### src/rtl/spi_cfg_slave.sv
module spi_cfg_slave #(
  parameter int NREGS = 16,
  parameter int AW    = 13
) (
  input  logic clk,
  input  logic rst_n,
  input  logic cs_n,
  input  logic sclk,
  input  logic sdio_i,
  output logic sdio_o,
  output logic sdio_oe,
  output logic sdo_o,
  output logic sdo_oe
);
  localparam int IW  = AW + 3;
  localparam int ICW = $clog2(IW);
  localparam int RIW = $clog2(NREGS);

  typedef enum logic [1:0] {P_INS, P_DAT, P_END} ph_t;

  ph_t            ph;
  logic           sclk_q;
  logic [7:0]     regs [NREGS];
  logic [IW-1:0]  ins;
  logic [ICW-1:0] icnt;
  logic [2:0]     dcnt;
  logic [7:0]     wsh;
  logic           rw, lsb, four, obit;
  logic [1:0]     len, bdone;
  logic [AW-1:0]  addr;
  logic [7:0]     rdata;

  wire rise = sclk & ~sclk_q & ~cs_n;
  wire fall = ~sclk & sclk_q & ~cs_n;
  wire idle = (ph == P_INS) && (icnt == '0);
  wire hit  = addr < AW'(NREGS);

  wire [IW-1:0] ins_nx = lsb ? {sdio_i, ins[IW-1:1]} : {ins[IW-2:0], sdio_i};
  wire [7:0]    wb_nx  = lsb ? {sdio_i, wsh[7:1]}    : {wsh[6:0], sdio_i};
  wire [2:0]    oidx   = lsb ? dcnt : 3'd7 - dcnt;

  wire abort_cs = cs_n && (
      (ph == P_INS && icnt != '0 && icnt != ICW'(8)) ||
      (ph == P_DAT && (dcnt != '0 || (len == 2'd3 && bdone != '0))) ||
      (ph == P_END));

  always_comb rdata = hit ? regs[addr[RIW-1:0]] : 8'h00;

  always_ff @(posedge clk) begin
    if (!rst_n) begin
      ph <= P_INS; sclk_q <= 1'b0; ins <= '0; icnt <= '0; dcnt <= '0;
      wsh <= '0; rw <= 1'b0; lsb <= 1'b0; four <= 1'b0; obit <= 1'b0;
      len <= '0; bdone <= '0; addr <= '0;
      for (int i = 0; i < NREGS; i++) regs[i] <= '0;
    end else begin
      sclk_q <= sclk;
      if (idle) begin
        lsb  <= regs[0][6];
        four <= regs[0][7];
      end
      if (abort_cs) begin
        ph <= P_INS; icnt <= '0; dcnt <= '0; bdone <= '0;
      end else if (rise) begin
        case (ph)
          P_INS: begin
            ins <= ins_nx;
            if (icnt == ICW'(IW-1)) begin
              ph    <= P_DAT;
              icnt  <= '0;
              rw    <= ins_nx[IW-1];
              len   <= ins_nx[IW-2:IW-3];
              addr  <= ins_nx[AW-1:0];
              dcnt  <= '0;
              bdone <= '0;
            end else begin
              icnt <= icnt + 1'b1;
            end
          end
          P_DAT: begin
            wsh  <= wb_nx;
            dcnt <= dcnt + 1'b1;
            if (dcnt == 3'd7) begin
              if (!rw && hit)
                regs[addr[RIW-1:0]] <= (addr == '0) ? (wb_nx & 8'hC0) : wb_nx;
              addr <= lsb ? addr - AW'(1) : addr + AW'(1);
              if (bdone != 2'd3) bdone <= bdone + 1'b1;
              if (len != 2'd3 && bdone == len) ph <= P_END;
            end
          end
          default: ;
        endcase
      end
      if (fall && ph == P_DAT) obit <= rdata[oidx];
    end
  end

  wire drv = (ph == P_DAT) && rw && !cs_n;
  assign sdio_oe = drv & ~four;
  assign sdo_oe  = drv & four;
  assign sdio_o  = obit;
  assign sdo_o   = obit;


  pause_keep_chk: assert property (@(posedge clk) disable iff (!rst_n)
    (cs_n && ph == P_DAT && len != 2'd3 && dcnt == 3'd0) |=> (ph == P_DAT && $stable(addr)));

  mid_byte_abort_chk: assert property (@(posedge clk) disable iff (!rst_n)
    (cs_n && ph == P_DAT && dcnt != 3'd0) |=> (ph == P_INS && icnt == '0));

  addr_step_chk: assert property (@(posedge clk) disable iff (!rst_n)
    (rise && ph == P_DAT && dcnt == 3'd7 && !cs_n) |=>
      (addr == ($past(lsb) ? $past(addr) - AW'(1) : $past(addr) + AW'(1))));

  launch_fall_chk: assert property (@(posedge clk) disable iff (!rst_n)
    !fall |=> $stable(obit));

  one_driver_chk: assert property (@(posedge clk) disable iff (!rst_n)
    !(sdio_oe && sdo_oe));

  rsv_zero_chk: assert property (@(posedge clk) disable iff (!rst_n)
    regs[0][5:0] == 6'd0);
endmodule

### config.mk
export PLATFORM = sky130hd
export DESIGN_NAME = spi_cfg_slave
export DESIGN_NICKNAME = d
export VERILOG_FILES = /design/src/rtl/spi_cfg_slave.sv
export SDC_FILE = /design/constraint.sdc
export NUM_CORES = 1
export LEC_CHECK = 0
export ABC_AREA = 0
export BUFFER_PORTS_ARGS = -buffer_cell sky130_fd_sc_hd__buf_4
export CAP_MARGIN = 15
export CORE_ASPECT_RATIO = 1.2
export CORE_MARGIN = 4
export CORE_UTILIZATION = 59
export CTS_BUF_LIST = sky130_fd_sc_hd__clkbuf_2
export CTS_CLUSTER_DIAMETER = 150
export DETAILED_ROUTE_END_ITERATION = 12
export PLACE_DENSITY_LB_ADDON = 0.12
export SYNTH_ARGS = -nofsm -noshare
export SYNTH_HDL_FRONTEND = slang
export SYNTH_SLANG_ARGS = --single-unit
### constraint.sdc
create_clock -name clk -period 2.59 [get_ports clk]
set_input_delay 0.259 -clock clk [delete_from_list [all_inputs] [get_ports clk]]
set_output_delay 0.259 -clock clk [all_outputs]
set_load 0.005 [all_outputs]
==> results of run 1 <==
## state kept, by name, summed over array words and instances, names as in the netlist, 2 cells and up, named ones only
register	flops
regs	128
ins	16
addr	13
wsh	8
icnt	4
dcnt	3
bdone	2
len	2
ph	2
## cell usage in the layout, fill, tap and decap left out, drive strengths merged, types with 5 or more instances in the layout
cell type / n
dfxtp: 59
o211ai: 8
nand4: 5
a31o: 6
mux4: 29
nand3: 17
conb: 6
a31oi: 6
nor2b: 9
buf: 54
edfxtp: 128
xnor2: 10
a21oi: 23
nor3: 9
xor2: 6
clkinv: 6
nand2: 73
mux2i: 36
nand2b: 7
nor2: 152
a211oi: 5
inv: 18
o211a: 29
nand3b: 5
mux2: 5
a21o: 5
o21ai: 14
clkbuf: 17
ha: 18
## cells by family (layout without fill, tap and decap cells)
group                      count (synthesis)  in the layout  share of synthesized area, %
buffers and inverters                     62            102                          3.50
and+or+nand+nor                          302            302                          15.5
other                                      1              8                        0.0405
xor gates and xnor gates                  16             16                          1.51
muxes                                     70             70                          12.2
AOI/OAI and AO/OA                        126            126                          10.3
adders and majority gates                 19             19                          2.65
DFF                                      187            187                          54.3
## timing repair
action	in CTS	in global routing
hold buffers	2	0
hold endpoints to repair	4	0
setup buffers	0	0
resized for setup	0	15
endpoints found under the setup margin	0	90
## layer usage
metal / vias up / part of all wire, % / routed length (µm) / track usage, %
met4: 0 / 2.8 / 581 / 8.29
li1: 2966 / - / - / -
met5: - / 0 / 0 / 0
met2: 222 / 54 / 11300 / 43.1
met1: 3155 / 38 / 7960 / 30.8
met3: 42 / 5.2 / 1080 / 4.40
## final timing paths
path	from	end	slack (ns)	depth (start not counted)
max reg2reg	addr[8]	regs[4][5]	0.09	6
min reg2reg	addr[8]	addr[8]	0.51	2
max	addr[8]	regs[4][5]	0.09	6
min	cs_n	dcnt[0]	0.08	5
## report_power, final
group | switching, mW | internal (mW) | leakage (nW)
Sequential | 0.0478 | 3.30 | 1.70
Clock | 0.992 | 0.539 | 0.150
Combinational | 0.178 | 0.118 | 1.84
Total | 1.22 | 3.96 | 3.70
## final cells by class
cell class                      instances  share of cell area, %
Antenna cell                            2                 0.0498
Timing Repair Buffer                   56                   4.98
Clock buffer                           17                  0.846
Clock inverter                         15                   1.68
Sequential cell                       187                   50.1
Tap cell                              204                   2.54
Multi-Input combinational cell        539                   39.3
Inverter                               14                  0.523
## worst max-delay path, cell delays in order, from the launching register on
cell and delay (ns):
dfxtp_1 0.39, or4_1 0.54, nor3_2 0.23, nor4b_4 0.38, buf_4 0.21, a31o_2 0.42, nor2_1 0.08
==> flow_summary_export.csv, run 1 <==
group,metric,value,unit
synth,yosys_warnings,0,
grt,grt_overflow_total,0,
synth,synth_area_per_cell,11.8,µm²
floorplanning,coreArea,15200,µm²
placed_design,placed_area,9740,µm²
placed_design,hpwl,14.9,mm
sta,finalHoldViolCount,0,
synth,synth.most_common_cell,"nor2_1",
grt,antenna_found_initial,1,
synth,synth_cells,783,
outcome,outcome,"completed",
cts,numCtsBuffers,17,
floorplanning,rows,49,
sta,fin_crit,2.50,ns
final_layout,fill_cells,1235,
min_path,hp-class,"in -> reg",
final_layout,design_area,10100,µm²
sta,setup_ws,0.0894,ns
floorplanning,start_util,60.8,%
sta,relSlewSlack,45.3,%
final_layout,final_cells,1034,
cts,clk_latency,0.76,ns
route,ant_nets,0,
final_layout,drive_above_1_share,17.6,%
synth,synth_common_cells,"nor2_1, edfxtp_1, nand2_1",
grt,grt_usage,24.7,%
power_and_ir_drop,finalPower,5.18,mW
route,wl_per_cell,20.2,µm
sta,drv_slew,0,
synth,synth-seq-cells,187,
synth,synthArstFlopShare,0,%
critical_path,worstPathArrival,3.03,ns
grt,grt_pass1_wl,34.1,mm
run,maxCapViolations,0,
placed_design,place.gp.congestion,0.876,
synth,synth_area,9250,µm²
sta,fmax,400,MHz
synth,ys_seq_area_share,54.3,%
placed_design,dp_slack,0.0988,ns
floorplanning,dieWidth,122,µm
synth,yosysTopAreaCell,"edfxtp_1",
synth,synth_edf_count,128,
route,drt-pass1-iter-count,7,
critical_path,end_kind,"register",
route,drc,0,
sta,setup_viol,0,
synth,synth.top_cell.area_share,41.5,%
cts,ctsRootBufferMaster,"clkbuf_2",
sta,rsz0062_at_grt,"no",
critical_path,criticalPathCategory,"reg -> reg",
floorplanning,io_pins,9,
final_layout,layout.area.seq,5030,µm²
cts,cts_sinks,187,
route,avgViaCountPerCell,6.18,
critical_path,path_max_fanout,15,
cts,cts_tree,"built",
final_layout,multiInputGateArea,3950,µm²
sta,setup_tns,0,ns
synth,ys_types,67,
route,drt_iter0_markers,651,
floorplanning,fp.dieH,145,µm
grt,grt_max_degree,65,
final_layout,area_growth,8.66,%
route,drt_wl_total,20.9,mm
power_and_ir_drop,ir_worst_vdd,0.281,mV
final_layout,final_util,66.1,%
power_and_ir_drop,leakagePower,3.70,nW
sta,tightest_slew,0.800,ns
critical_path,required,3.11,ns
final_layout,fin_nets,839,
placed_design,dp.cells,998,
sta,timing.final.crit_share,96.5,%
placed_design,port_buffers,8,
floorplanning,fp.dieArea,17800,µm²
sta,fin_worst_skew,0.0417,ns
cts,path_clk_slew,0.26,ns
grt,grt_pass1_vias,6432,
cts,clockBufferDepth,2,
route,vias,6385,
synth,synth_area_leaders,"edfxtp_1, dfxtp_1, nor2_1",
critical_path,start_kind,"register",
power_and_ir_drop,p_per_area,515,nW/µm²
cts,cts-htree-levels,4,
synth,synth_ff_type,"edfxtp_1",
sta,hold_slack,0.0830,ns
(Power assumes the default switching activity.)
==> inputs of run 2 (changes only) <==
--- a/config.mk
+++ b/config.mk
@@ -10,11 +10,12 @@
 export CAP_MARGIN = 15
 export CORE_ASPECT_RATIO = 1.2
 export CORE_MARGIN = 4
-export CORE_UTILIZATION = 59
+export CORE_UTILIZATION = 55
 export CTS_BUF_LIST = sky130_fd_sc_hd__clkbuf_2
 export CTS_CLUSTER_DIAMETER = 150
 export DETAILED_ROUTE_END_ITERATION = 12
 export PLACE_DENSITY_LB_ADDON = 0.12
+export SKIP_LAST_GASP = 1
 export SYNTH_ARGS = -nofsm -noshare
 export SYNTH_HDL_FRONTEND = slang
 export SYNTH_SLANG_ARGS = --single-unit
==> run 2 against run 1 <==
Non-clock buffer count up 5; die area grew 6.8%; power is 2.7% lower; wire length rose by 4.0%; combinational power decreased by 2%; maximum frequency barely moved; critical path type unchanged; largest power group unchanged.
==> flow_summary_export.csv, run 2 (same netlist as run 1, synthesis figures left out) <==
group,metric,value,unit
route,drt_wl_total,21.7,mm
sta,timing.final.crit_share,96.6,%
final_layout,area_growth,8.95,%
final_layout,largest_register_ffs,128,
grt,antenna_found_initial,1,
grt,grt_max_degree,65,
grt,grt_usage,23.7,%
critical_path,worstPathArrival,3.20,ns
critical_path,start_kind,"register",
critical_path,cpMaxStageDelayCell,"dfxtp_1",
grt,met3_usage,4.21,%
floorplanning,dieWidth,126,µm
final_layout,final_common_cell,"nor2_1",
route,avgViaCountPerCell,6.12,
floorplanning,io_pins,9,
grt,grt-busiest-layer,"met2",
min_path,hp-class,"in -> reg",
sta,fin_worst_skew,0.0356,ns
final_layout,layout.area.seq,5030,µm²
outcome,outcome,"completed",
final_layout,layout_common_cells,"nor2_1, edfxtp_1, nand2_1",
cts,cts_tree,"built",
floorplanning,fp.dieH,150,µm
sta,setup_ws,0.0892,ns
final_layout,design_area,10100,µm²
final_layout,multiInputGateArea,3940,µm²
sta,rsz0062_at_grt,"yes",
placed_design,port_buffers,8,
critical_path,path_max_fanout,6,
power_and_ir_drop,ir_worst_vdd,0.327,mV
cts,numCtsBuffers,17,
route,vias,6397,
final_layout,drive_above_1_share,16.8,%
cts,cts_sinks,187,
placed_design,placed_area,9820,µm²
route,wl_per_cell,20.8,µm
sta,tightest_slew,0.699,ns
run,maxCapViolations,0,
cts,ctsRootBufferMaster,"clkbuf_2",
power_and_ir_drop,finalPower,5.04,mW
sta,hold_slack,0.0758,ns
critical_path,end_kind,"register",
grt,grt_pass1_vias,6413,
floorplanning,start_util,56.4,%
sta,setup_viol,0,
sta,fin_crit,2.50,ns
grt,grt_use_met2,42.3,%
power_and_ir_drop,leakagePower,3.72,nW
route,drt_iter0_markers,551,
floorplanning,coreArea,16400,µm²
cts,clk_latency,0.77,ns
final_layout,largest_registers,"regs (128), ins (16), addr (13)",
power_and_ir_drop,p_per_area,500,nW/µm²
grt,grtUsageMet1,28.9,%
sta,relSlewSlack,53.4,%
sta,drv_slew,0,
final_layout,fill_cells,1299,
cts,path_clk_slew,0.23,ns
floorplanning,rows,51,
route,ant_nets,0,
cts,cts-htree-levels,4,
critical_path,crit_chain,"inv_1 -> fa_1 -> nor2b_1 -> o2111ai_1 -> nand3_1 -> a211o_1 -> mux2i_1 -> o221ai_1 -> nor2_1",
placed_design,dp_slack,0.0465,ns
cts,clockBufferDepth,2,
placed_design,place.gp.congestion,0.918,
route,drc,0,
cts,post_cts_buffers,0,
final_layout,top_register,"regs",
grt,grt_overflow_total,0,
critical_path,criticalPathCategory,"reg -> reg",
grt,grt_pass1_wl,34.3,mm
critical_path,required,3.29,ns
route,drt-pass1-iter-count,5,
sta,fmax,400,MHz
final_layout,fin_nets,844,
critical_path,critPathMaxStageDelay,0.63,ns
sta,finalHoldViolCount,0,
floorplanning,fp.dieArea,19000,µm²
placed_design,hpwl,15.3,mm
## run 2: changes by cell type in the layout (fill, tap and decap cells not counted), sizes merged
cell / change
diode: -1
inv: -4
buf: +5
clkbuf: +5
bufinv: -1
## run 2: what timing repair did
item / CTS / global route
setup endpoints to repair: 0 / 93
resized for setup: 0 / 6
hold buffers: 2 / 0
hold endpoints to repair: 4 / 0
## run 2: critical path, delay by kind of cell (launching register included)
kind	cells	cell delay (ns)
AND/OR/NAND/NOR	3	0.50
multiplexers	1	0.27
AO/OA/AOI/OAI	3	0.51
flip-flops	1	0.63
adder cells (fa/ha/maj)	1	0.42
buffers and inverters	1	0.12
## run 2: path summary, 6_finish.rpt
check,end,start,cells past startpoint,slack [ns]
hold / removal,sdio_o,cs_n,5,0.08
setup reg to reg,addr[12],addr[1],9,0.09
setup / recovery,addr[12],addr[1],9,0.09
hold reg to reg,addr[8],addr[8],2,0.50
## run 2: layout make-up
type	instances	share of cell area (%)
clock inverters	10	1.03
flip-flops and latches	187	49.9
multi-input cells	539	39.1
inverters	14	0.521
clock buffers	22	1.09
well taps	212	2.63
diodes	1	0.0248
repair buffers	61	5.71
## run 2: layer usage
metal | vias up | part of all wire, %
met3 | 44 | 4.7
met2 | 214 | 52
li1 | 2970 | -
met4 | 0 | 2.6
met5 | - | 0
met1 | 3169 | 40
## run 2: metrics by stage
stage	util [%]	setup TNS (ns)	std cells
CTS	61.3	0	1045
global placement	59.9	0	1011
detailed placement	59.9	0	1011
floorplan	-	0	788
global route	61.5	-2.98	1046
finish	61.5	0	1046
## run 2: report_power, final
part / internal, mW / switching, mW / leakage [nW]
Sequential: 3.30 / 0.0535 / 1.70
Clock: 0.448 / 0.944 / 0.134
Combinational: 0.117 / 0.173 / 1.88
Total: 3.87 / 1.17 / 3.72
==> inputs of run 3 (changes only) <==
==> constraint.sdc (replaced) <==
create_clock -name clk -period 2.59 [get_ports clk]
set_input_delay 0.1295 -clock clk [delete_from_list [all_inputs] [get_ports clk]]
set_output_delay 0.1295 -clock clk [all_outputs]
set_load 0.005 [all_outputs]
==> run 3 against run 2 <==
Sequential power about the same; non-clock buffer count increased by 3; global-route usage increased by 0.054 points; first-iteration DRC count increased by 3.8%; critical path type unchanged; largest cell class unchanged; largest power group unchanged; highest routed layer unchanged.
==> flow_summary_export.csv, run 3 (same netlist as run 1, synthesis figures left out) <==
group,metric,value,unit
outcome,outcome,"completed",
placed_design,hpwl,15.3,mm
final_layout,final_cells,1049,
critical_path,r2r-start,"addr[1]",
sta,fin_worst_skew,0.0338,ns
sta,fmax,400,MHz
final_layout,final_common_cell,"nor2_1",
placed_design,placed_area,9820,µm²
route,ant_nets,0,
min_path,hp-start,"sclk",
final_layout,layout_common_cells,"nor2_1, edfxtp_1, nand2_1",
cts,cts_sinks,187,
critical_path,reg2regPathDepth,9,
critical_path,path_max_fanout,6,
sta,drv_slew,0,
route,drc,0,
critical_path,crit_end,"addr[12]",
power_and_ir_drop,p_per_area,499,nW/µm²
critical_path,required,3.29,ns
final_layout,largest_registers,"regs (128), ins (16), addr (13)",
critical_path,crit_path_start,"addr[1]",
cts,cts_tree,"built",
grt,grt_overflow_total,0,
power_and_ir_drop,p_clk_share,27.6,%
cts,cts-htree-levels,4,
final_layout,final_util,61.6,%
cts,clockBufferDepth,2,
power_and_ir_drop,pwr-share-seq,66.6,%
floorplanning,dieWidth,126,µm
critical_path,cpMaxStageDelayCell,"dfxtp_1",
critical_path,crit_chain,"inv_1 -> fa_1 -> nor2b_1 -> o2111ai_1 -> nand3_1 -> a211o_1 -> mux2i_1 -> o221ai_1 -> nor2_1",
critical_path,r2r_setup_slack,0.09,ns
run,maxCapViolations,0,
sta,relSlewSlack,53.4,%
final_layout,drive_above_1_share,16.6,%
critical_path,worstPathArrival,3.21,ns
power_and_ir_drop,combPwrFrac,5.8,%
placed_design,port_buffers,8,
critical_path,critPathMaxStageDelay,0.62,ns
floorplanning,coreArea,16400,µm²
cts,path_clk_slew,0.23,ns
grt,grt_pass1_vias,6440,
cts,numCtsBuffers,17,
power_and_ir_drop,finalPower,5.04,mW
grt,grt_max_degree,65,
sta,timing.final.crit_share,96.6,%
power_and_ir_drop,leakagePower,3.74,nW
cts,ctsRootBufferMaster,"clkbuf_2",
sta,fin_crit,2.50,ns
route,avgViaCountPerCell,6.08,
power_and_ir_drop,swShare,23.2,%
power_and_ir_drop,switchingPower,1.17,mW
placed_design,place.gp.congestion,0.918,
critical_path,start_kind,"register",
sta,finalHoldViolCount,0,
final_layout,fill_cells,1298,
route,drt_iter0_markers,572,
final_layout,design_area,10100,µm²
route,vias,6383,
critical_path,criticalPathCategory,"reg -> reg",
route,drt-pass1-iter-count,5,
sta,tightest_slew,0.698,ns
final_layout,layout.area.seq,5030,µm²
floorplanning,start_util,56.4,%
placed_design,dp.cells,1011,
grt,antenna_found_initial,1,
grt,grt_usage,23.7,%
route,drt_wl_total,21.7,mm
floorplanning,fp.dieArea,19000,µm²
final_layout,top_register,"regs",
final_layout,largest_register_ffs,128,
critical_path,end_kind,"register",
sta,rsz0062_at_grt,"yes",
final_layout,fin_nets,847,
route,wl_per_cell,20.7,µm
critical_path,r2r_end,"addr[12]",
sta,setup_viol,0,
grt,grt_pass1_wl,34.4,mm
floorplanning,fp.dieH,150,µm
floorplanning,io_pins,9,
floorplanning,rows,51,
power_and_ir_drop,ir_worst_vdd,0.328,mV
final_layout,area_growth,9.21,%
power_and_ir_drop,p_int,3.87,mW
final_layout,multiInputGateArea,3930,µm²
cts,clk_latency,0.77,ns
min_path,hp-class,"in -> reg",
==> run 3: cell types whose count changed in the layout (fill, tap and decap cells not counted), sizes merged <==
cell	before	now
dlygate4sd3	2	5
==> run 3: area by class of cell <==
cell class | count | share of cell area (%)
flip-flops and latches | 187 | 49.8
multi-input cells | 539 | 38.9
diodes | 1 | 0.0248
inverters | 14 | 0.520
clock buffers | 22 | 1.09
clock inverters | 10 | 1.03
repair buffers | 64 | 5.99
well taps | 212 | 2.63
==> run 3: worst min path at each step <==
stage	endpoint	slack (ns)	cells past startpoint
2_1_floorplan	sclk_q	0.25	1
3_3_place_gp	sclk_q	0.36	2
3_5_place_dp	sclk_q	0.37	2
4_1_cts	sclk_q	0.06	3
5_1_grt	sclk_q	0.05	3
6_report	sclk_q	0.13	3
==> run 3: power groups by stage <==
stage                     logic [mW]  clock network (mW)  registers (mW)
final                          0.293                1.39            3.36
after global routing           0.319                1.55            3.37
after CTS                      0.295                1.42            3.36
after detailed placement       0.287                   0            3.42
after global placement         0.280                   0            3.42
after floorplan                0.209                   0            3.39
==> run 3: per-layer routing <==
metal | share of wire [%] | GRT usage [%] | vias up | routed length, µm
met3 | 4.9 | 4.21 | 42 | 1060
met1 | 40 | 28.9 | 3162 | 8720
met2 | 52 | 42.5 | 206 | 11400
met4 | 2.7 | 7.99 | 0 | 578
li1 | - | - | 2973 | -
met5 | 0 | 0 | - | 0
==> run 3: metrics by stage <==
step	hold slack [ns]	setup TNS, ns	setup WS, ns
after CTS	0.0637	0	0.0225
final	0.128	0	0.0879
after global placement	0.358	0	0.173
after detailed placement	0.365	0	0.0465
after floorplan	0.251	0	0.117
after global routing	0.0489	-2.98	-0.105
==> run 3: what timing repair did <==
action	in CTS	in global routing
gates resized for setup	0	5
setup endpoints to repair	0	92
buffers inserted	0	0
hold buffers	5	0
endpoints found under the hold margin	57	0
==> run 3: critical path: cells and delay by family (launching register included) <==
kind,cells,cell delay (ns)
adder cells (fa/ha/maj),1,0.42
multiplexers,1,0.27
AO/OA/AOI/OAI,3,0.52
flip-flops,1,0.62
buffers and inverters,1,0.12
AND/OR/NAND/NOR,3,0.49
